<file path="src/rtl/irq_pkg.sv">
// Package: shared types and fixed vectors of the interrupt control unit.
// Assumes an 8-bit data path and a 16-bit address space.
package irq_pkg;
    typedef enum logic [1:0] {
        MODE_DEV   = 2'd0,
        MODE_FIXED = 2'd1,
        MODE_TABLE = 2'd2
    } irq_mode_e;

    localparam logic [15:0] FIXED_VEC = 16'h0038;
    localparam logic [15:0] NMI_VEC   = 16'h0066;
endpackage

</file>
<file path="src/rtl/iff_ctrl.sv">
// Module: the two interrupt enable flags and the one-boundary shadow after enable.
// Assumes the enable strobe arrives before the boundary that ends the enabling
// instruction. Priority per cycle: acceptance, then disable, then enable, then return.
module iff_ctrl (
    input  logic clk,
    input  logic rst_n,
    input  logic set_en,
    input  logic clr_en,
    input  logic ret_irq,
    input  logic take_mask,
    input  logic take_nmi,
    input  logic insn_end,
    output logic iff1,
    output logic iff2,
    output logic shadow
);
    // Update the enable flag pair.
    always_ff @(posedge clk) begin
        if (!rst_n) begin
            iff1 <= 1'b0;
            iff2 <= 1'b0;
        end else if (take_mask) begin
            iff1 <= 1'b0;
            iff2 <= 1'b0;
        end else if (take_nmi) begin
            iff1 <= 1'b0;
        end else if (clr_en) begin
            iff1 <= 1'b0;
            iff2 <= 1'b0;
        end else if (set_en) begin
            iff1 <= 1'b1;
            iff2 <= 1'b1;
        end else if (ret_irq) begin
            iff1 <= iff2;
        end
    end

    // Hold off maskable acceptance through the boundary that follows an enable.
    always_ff @(posedge clk) begin
        if (!rst_n)        shadow <= 1'b0;
        else if (set_en)   shadow <= 1'b1;
        else if (insn_end) shadow <= 1'b0;
    end
endmodule

</file>
<file path="src/rtl/refresh_ctr.sv">
// Module: refresh counter; the low bits count fetches and wrap, the top bit holds.
// Assumes a load and a fetch in the same cycle resolve in favour of the load.
module refresh_ctr #(
    parameter int W = 8
) (
    input  logic         clk,
    input  logic         rst_n,
    input  logic         fetch,
    input  logic         load,
    input  logic [W-1:0] din,
    output logic [W-1:0] cnt
);
    localparam int LOW_W = W - 1;

    // Count fetches in the low field; load overrides.
    always_ff @(posedge clk) begin
        if (!rst_n)     cnt <= '0;
        else if (load)  cnt <= din;
        else if (fetch) cnt <= {cnt[W-1], cnt[LOW_W-1:0] + {{(LOW_W-1){1'b0}}, 1'b1}};
    end
endmodule

</file>
<file path="src/rtl/vec_gen.sv">
// Module: combinational target address for a taken interrupt.
// Assumes the device byte is valid in the accepting cycle.
module vec_gen
    import irq_pkg::*;
#(
    parameter int DATA_W = 8
) (
    input  logic [1:0]          mode,
    input  logic                is_nmi,
    input  logic [DATA_W-1:0]   base,
    input  logic [DATA_W-1:0]   dev,
    output logic [2*DATA_W-1:0] addr,
    output logic                run_dev
);
    localparam int ADDR_W = 2 * DATA_W;

    logic is_rst;
    assign is_rst = (dev[7:6] == 2'b11) && (dev[2:0] == 3'b111);

    // Select the address by request kind and mode.
    always_comb begin
        addr    = '0;
        run_dev = 1'b0;
        if (is_nmi) begin
            addr = NMI_VEC[ADDR_W-1:0];
        end else begin
            case (mode)
                MODE_FIXED: addr = FIXED_VEC[ADDR_W-1:0];
                MODE_TABLE: addr = {base, dev};
                default: begin
                    run_dev = 1'b1;
                    if (is_rst) addr = {{(ADDR_W-6){1'b0}}, dev[5:3], 3'b000};
                end
            endcase
        end
    end
endmodule

</file>
<file path="src/rtl/irq_mode_ctrl.sv">
// Module: interrupt acceptance and refresh control for an 8-bit core.
// Decides at instruction boundaries whether a request is taken and registers the
// resulting target. Assumes decoder strobes are one cycle wide.
module irq_mode_ctrl
    import irq_pkg::*;
#(
    parameter int DATA_W = 8,
    localparam int ADDR_W = 2 * DATA_W
) (
    input  logic              clk,
    input  logic              rst_n,
    input  logic              set_en_i,
    input  logic              clr_en_i,
    input  logic              mode_wr_i,
    input  logic [1:0]        mode_sel_i,
    input  logic              ret_irq_i,
    input  logic              base_wr_i,
    input  logic              rfsh_wr_i,
    input  logic [DATA_W-1:0] acc_i,
    input  logic              fetch_done_i,
    input  logic              insn_end_i,
    input  logic              irq_req_i,
    input  logic              nmi_req_i,
    input  logic [DATA_W-1:0] dev_byte_i,
    output logic              ack_o,
    output logic              take_o,
    output logic              nmi_taken_o,
    output logic              exec_dev_o,
    output logic [DATA_W-1:0] opcode_o,
    output logic [ADDR_W-1:0] tgt_addr_o,
    output logic [1:0]        mode_o,
    output logic              iff1_o,
    output logic              iff2_o,
    output logic [DATA_W-1:0] base_o,
    output logic [DATA_W-1:0] rfsh_o
);
    logic              shadow;
    logic              nmi_q, nmi_pend, nmi_go, irq_go;
    logic [ADDR_W-1:0] vec_addr;
    logic              vec_dev;

    assign nmi_go = insn_end_i && nmi_pend;
    assign irq_go = insn_end_i && irq_req_i && iff1_o && !shadow && !nmi_pend;
    assign ack_o  = irq_go;

    // Mode register; the reserved code leaves it unchanged.
    always_ff @(posedge clk) begin
        if (!rst_n)                               mode_o <= MODE_DEV;
        else if (mode_wr_i && mode_sel_i != 2'd3) mode_o <= mode_sel_i;
    end

    // Vector base register.
    always_ff @(posedge clk) begin
        if (!rst_n)         base_o <= '0;
        else if (base_wr_i) base_o <= acc_i;
    end

    // Edge-detect the non-maskable request and hold it until taken.
    always_ff @(posedge clk) begin
        if (!rst_n) begin
            nmi_q    <= 1'b0;
            nmi_pend <= 1'b0;
        end else begin
            nmi_q    <= nmi_req_i;
            nmi_pend <= (nmi_pend && !nmi_go) || (nmi_req_i && !nmi_q);
        end
    end

    // Register the acceptance result and its target.
    always_ff @(posedge clk) begin
        if (!rst_n) begin
            take_o      <= 1'b0;
            nmi_taken_o <= 1'b0;
            exec_dev_o  <= 1'b0;
            opcode_o    <= '0;
            tgt_addr_o  <= '0;
        end else begin
            take_o      <= nmi_go || irq_go;
            nmi_taken_o <= nmi_go;
            exec_dev_o  <= irq_go && vec_dev;
            if (nmi_go || irq_go) tgt_addr_o <= vec_addr;
            if (irq_go && vec_dev) opcode_o <= dev_byte_i;
        end
    end

    iff_ctrl u_iff (
        .clk       (clk),
        .rst_n     (rst_n),
        .set_en    (set_en_i),
        .clr_en    (clr_en_i),
        .ret_irq   (ret_irq_i),
        .take_mask (irq_go),
        .take_nmi  (nmi_go),
        .insn_end  (insn_end_i),
        .iff1      (iff1_o),
        .iff2      (iff2_o),
        .shadow    (shadow)
    );

    refresh_ctr #(.W(DATA_W)) u_rfsh (
        .clk   (clk),
        .rst_n (rst_n),
        .fetch (fetch_done_i),
        .load  (rfsh_wr_i),
        .din   (acc_i),
        .cnt   (rfsh_o)
    );

    vec_gen #(.DATA_W(DATA_W)) u_vec (
        .mode    (mode_o),
        .is_nmi  (nmi_pend),
        .base    (base_o),
        .dev     (dev_byte_i),
        .addr    (vec_addr),
        .run_dev (vec_dev)
    );
endmodule

</file>
<file path="config.mk">
export PLATFORM = sky130hd
export DESIGN_NAME = irq_mode_ctrl
export DESIGN_NICKNAME = d
export VERILOG_FILES = /design/src/rtl/irq_pkg.sv /design/src/rtl/iff_ctrl.sv /design/src/rtl/refresh_ctr.sv /design/src/rtl/vec_gen.sv /design/src/rtl/irq_mode_ctrl.sv
export SDC_FILE = /design/constraint.sdc
export NUM_CORES = 1
export LEC_CHECK = 0
export ABC_AREA = 0
export CAP_MARGIN = 20
export CORE_MARGIN = 2
export CORE_UTILIZATION = 47
export CTS_BUF_LIST = sky130_fd_sc_hd__clkbuf_2 sky130_fd_sc_hd__clkbuf_4 sky130_fd_sc_hd__clkbuf_8
export CTS_CLUSTER_DIAMETER = 150
export CTS_CLUSTER_SIZE = 16
export DETAILED_ROUTE_END_ITERATION = 8
export PLACE_DENSITY_LB_ADDON = 0.3
export REMOVE_ABC_BUFFERS = 1
export SETUP_SLACK_MARGIN = 0.3
export SLEW_MARGIN = 20
export SYNTH_ARGS = -nofsm -noshare
export SYNTH_HDL_FRONTEND = slang
export SYNTH_HIERARCHICAL = 1
export SYNTH_SLANG_ARGS = --single-unit
</file>
<file path="constraint.sdc">
create_clock -name clk -period 1.7 [get_ports clk]
set_input_delay 0.34 -clock clk [delete_from_list [all_inputs] [get_ports clk]]
set_output_delay 0.34 -clock clk [all_outputs]
set_load 0.05 [all_outputs]
</file>
==> reports/qor.txt <==
final core utilization -> 69.06%
reg-to-reg startpoint -> u_iff/shadow$_SDFFE_PN0P_
fin nets -> 366
Min-Delay Path Depth -> 2
first-pass GRT wire length -> 8.038 mm
Post-DP Area -> 0.003054 mm2
final worst slack -> 0.09002 ns
largest net degree at the start of global routing -> 40
critical path launch point -> u_iff/shadow$_SDFFE_PN0P_
CP Class -> register to register
worst slew pin tran -> 0.3372 ns
MaxCap Viol Count -> 0
htree depth -> 2
# diodes -> 0
Routed WL -> 5.242 mm
Clk Latency, worst-skew pair -> 0.29 ns
Die Span Y -> 73.84 um
data required time of the worst path -> 1.91 ns
worst path bufs/invs -> 4
DPL Wire Length -> 3.634 mm
Iter 0 DRT Violations -> 101
Post-synth top flop -> dfxtp_1
achievable frequency -> 621.1 MHz
max-slew violations -> 0
clk sinks -> 50
crit-path max FO -> 8
status -> finished, final reports clean
Gate Count Post-Synth -> 245
pre-CTS setup slack -> -0.07684 ns
clock root cell -> clkbuf_8
Vias -> 1933
Cell Area, Synth -> 0.002292 mm2
register area share after synthesis -> 43.67%
Fillers -> 397
worst-case clock buffer depth -> 2
max_slew headroom -> 77.52%
wire length per cell -> 13.07 um
Total GRT Usage -> 18.81%
GR peak layer -> met2
layout cells sized above 1 -> 27.54%
number of core rows -> 25
RSZ-0062 raised after global routing -> yes
Crit path max-delay family -> buffers and inverters
Tmin final -> 1.610 ns
crit path DAT -> 1.82 ns
starting density of the core -> 48.53%
slowest cell on the critical path -> dfxtp_2
cell-by-cell listing of the critical path -> nand3b_4, buf_4, buf_6, buf_6, a21boi_4, clkbuf_16, mux2i_1
pwr dens -> 761.4 mW/mm2
TritonCTS buffer count -> 5
Fin. Hold Viols -> 0
Cell variety after synth -> 40
hold_buf cts -> 0
Synth async-reset ratio -> 0%
die area -> 0.005452 mm2
Post-synth EDFFs -> 0
Area Overhead vs Synth -> 42.30%
Syn Area/Cell -> 9.356 um2
Pre-Repair DR Iteration Count -> 4
CTS clock-pin slew for the worst setup and hold paths -> 0.09 ns
Max IR drop VDD -> 0.4918 mV
# IOs -> 78
Worst Reg-to-Reg Cells -> 7
Die Wd -> 73.84 um
remaining antenna violation count -> 0
Hold WS -> 0.3877 ns
total number of yosys warnings -> 6
met2 usage -> 33.04%
Final Instance Area -> 0.003262 mm2
Yosys reg bits -> 50
Min-Delay Path Class -> input port to register
Final Cycle Share -> 94.70%
Worst setup EP type -> register
Vias/cell -> 4.820
clk_skew -> 0.003157 ns
CTS tree -> yes
gpl congestion -> 0.7776
CP Launch Type -> register
# port buffers -> 77
leak pwr -> 1.412 nW
# setup viols final -> 0
total gr overflow -> 0
min-delay src -> rst_n
initial antenna violation count -> 0
stages on the worst setup path -> 7
core area -> 0.004723 mm2
met1 global-route usage -> 22.47%
residual DRC count -> 0
GR Util met3 -> 4.252%
Most common cell on crit path -> buf_6
vias in the first global route -> 1839
CP max stage delay -> 0.33 ns
layer usage:
metal / part of all wire (%) / up-vias
met2: 50 / 39
li1: - / 998
met4: 1.2 / 0
met3: 4.1 / 4
met1: 45 / 892
met5: 0 / -
sequential cells by signal (all words and copies together) (netlist names):
name / flops
tgt_addr_o: 16
base_o: 8
opcode_o: 8
u_rfsh/cnt: 8
mode_o: 2
exec_dev_o: 1
nmi_pend: 1
nmi_q: 1
nmi_taken_o: 1
take_o: 1
u_iff/iff1: 1
u_iff/iff2: 1
u_iff/shadow: 1
final timing paths:
path / slack [ns] / endpoint
min reg2reg: 0.46 / opcode_o[2]$_SDFFE_PN0P_
min: 0.39 / mode_o[0]$_SDFFE_PN0P_
max reg2reg: 0.09 / tgt_addr_o[5]$_SDFFE_PN0P_
max: 0.09 / tgt_addr_o[5]$_SDFFE_PN0P_
cell usage after synthesis, types with 3 or more instances:
cell	number	area [um2]
a21o_1	3	22.52
a21oi_1	4	20.02
and2_1	17	106.4
buf_2	6	30.03
buf_6	3	33.78
clkbuf_1	3	11.26
dfxtp_1	50	1001
ha_1	3	37.54
inv_1	7	26.28
mux2i_1	34	340.3
nand2_1	53	198.9
nand3_1	4	20.02
nor2_1	4	15.01
nor2b_1	13	81.33
o21ai_0	7	35.03
o221a_2	3	33.78
logic make-up after synthesis:
logic type / Yosys count / share of synthesized area [%]
XOR/XNOR: 4 / 1.529
AO/OA/AOI/OAI: 29 / 9.170
adder cells (fa/ha/maj): 3 / 1.638
AND/OR/NAND/NOR: 103 / 23.20
flip-flops: 50 / 43.67
buffers and inverters: 21 / 5.459
multiplexers: 35 / 15.34
cells in the final DEF, fill, tap and decap left out, types with 2 or more instances in the layout:
master and count:
dlygate4sd2_1 2, buf_6 2, o32ai_1 2, o221a_2 3, nor2_1 4, clkbuf_16 2
a21o_1 3, nand4_1 2, xnor2_1 2, mux2i_1 34, clkbuf_8 6, and2_1 17
nor2b_1 13, a31oi_1 2, dfxtp_2 6, buf_12 3, nand2_1 53, or3_1 2
inv_1 7, dfxtp_1 44, o21ai_0 7, xor2_1 2, clkdlybuf4s50_1 26, o211a_1 2
buf_4 58, a21oi_1 4, nand3_1 4
cell type report:
cell class	instances	area, um2	share of cell area, %
multi-input combinational	174	1194	36.59
inverter	8	30.03	0.9206
clock buffer	7	90.09	2.762
clock inverter	1	5.005	0.1534
timing repair buffer	94	850.8	26.08
tap	67	83.83	2.570
sequential	50	1008	30.92
stage by stage:
stage / std cells / TNS, ns / total power [mW]
floorplan: 232 / -6.661 / 1.540
global placement: 388 / -0.04264 / 1.752
detailed placement: 388 / -0.3842 / 1.760
CTS: 397 / 0 / 2.480
global route: 401 / 0 / 2.603
finish: 401 / 0 / 2.484
repair_timing:
| action | CTS | global route |
|---|---|---|
| endpoints found under the setup margin | 26 | 27 |
| gates resized for setup | 7 | 7 |
| pin swaps | 2 | 3 |
| setup buffers | 1 | 2 |
| cloned | 0 | 2 |
where the power goes:
group	internal, mW	switching (mW)	total [mW]
Combinational	0.226	0.287	0.513
Clock	0.345	0.375	0.721
Sequential	1.21	0.0360	1.25
(Power assumes the default switching activity.)
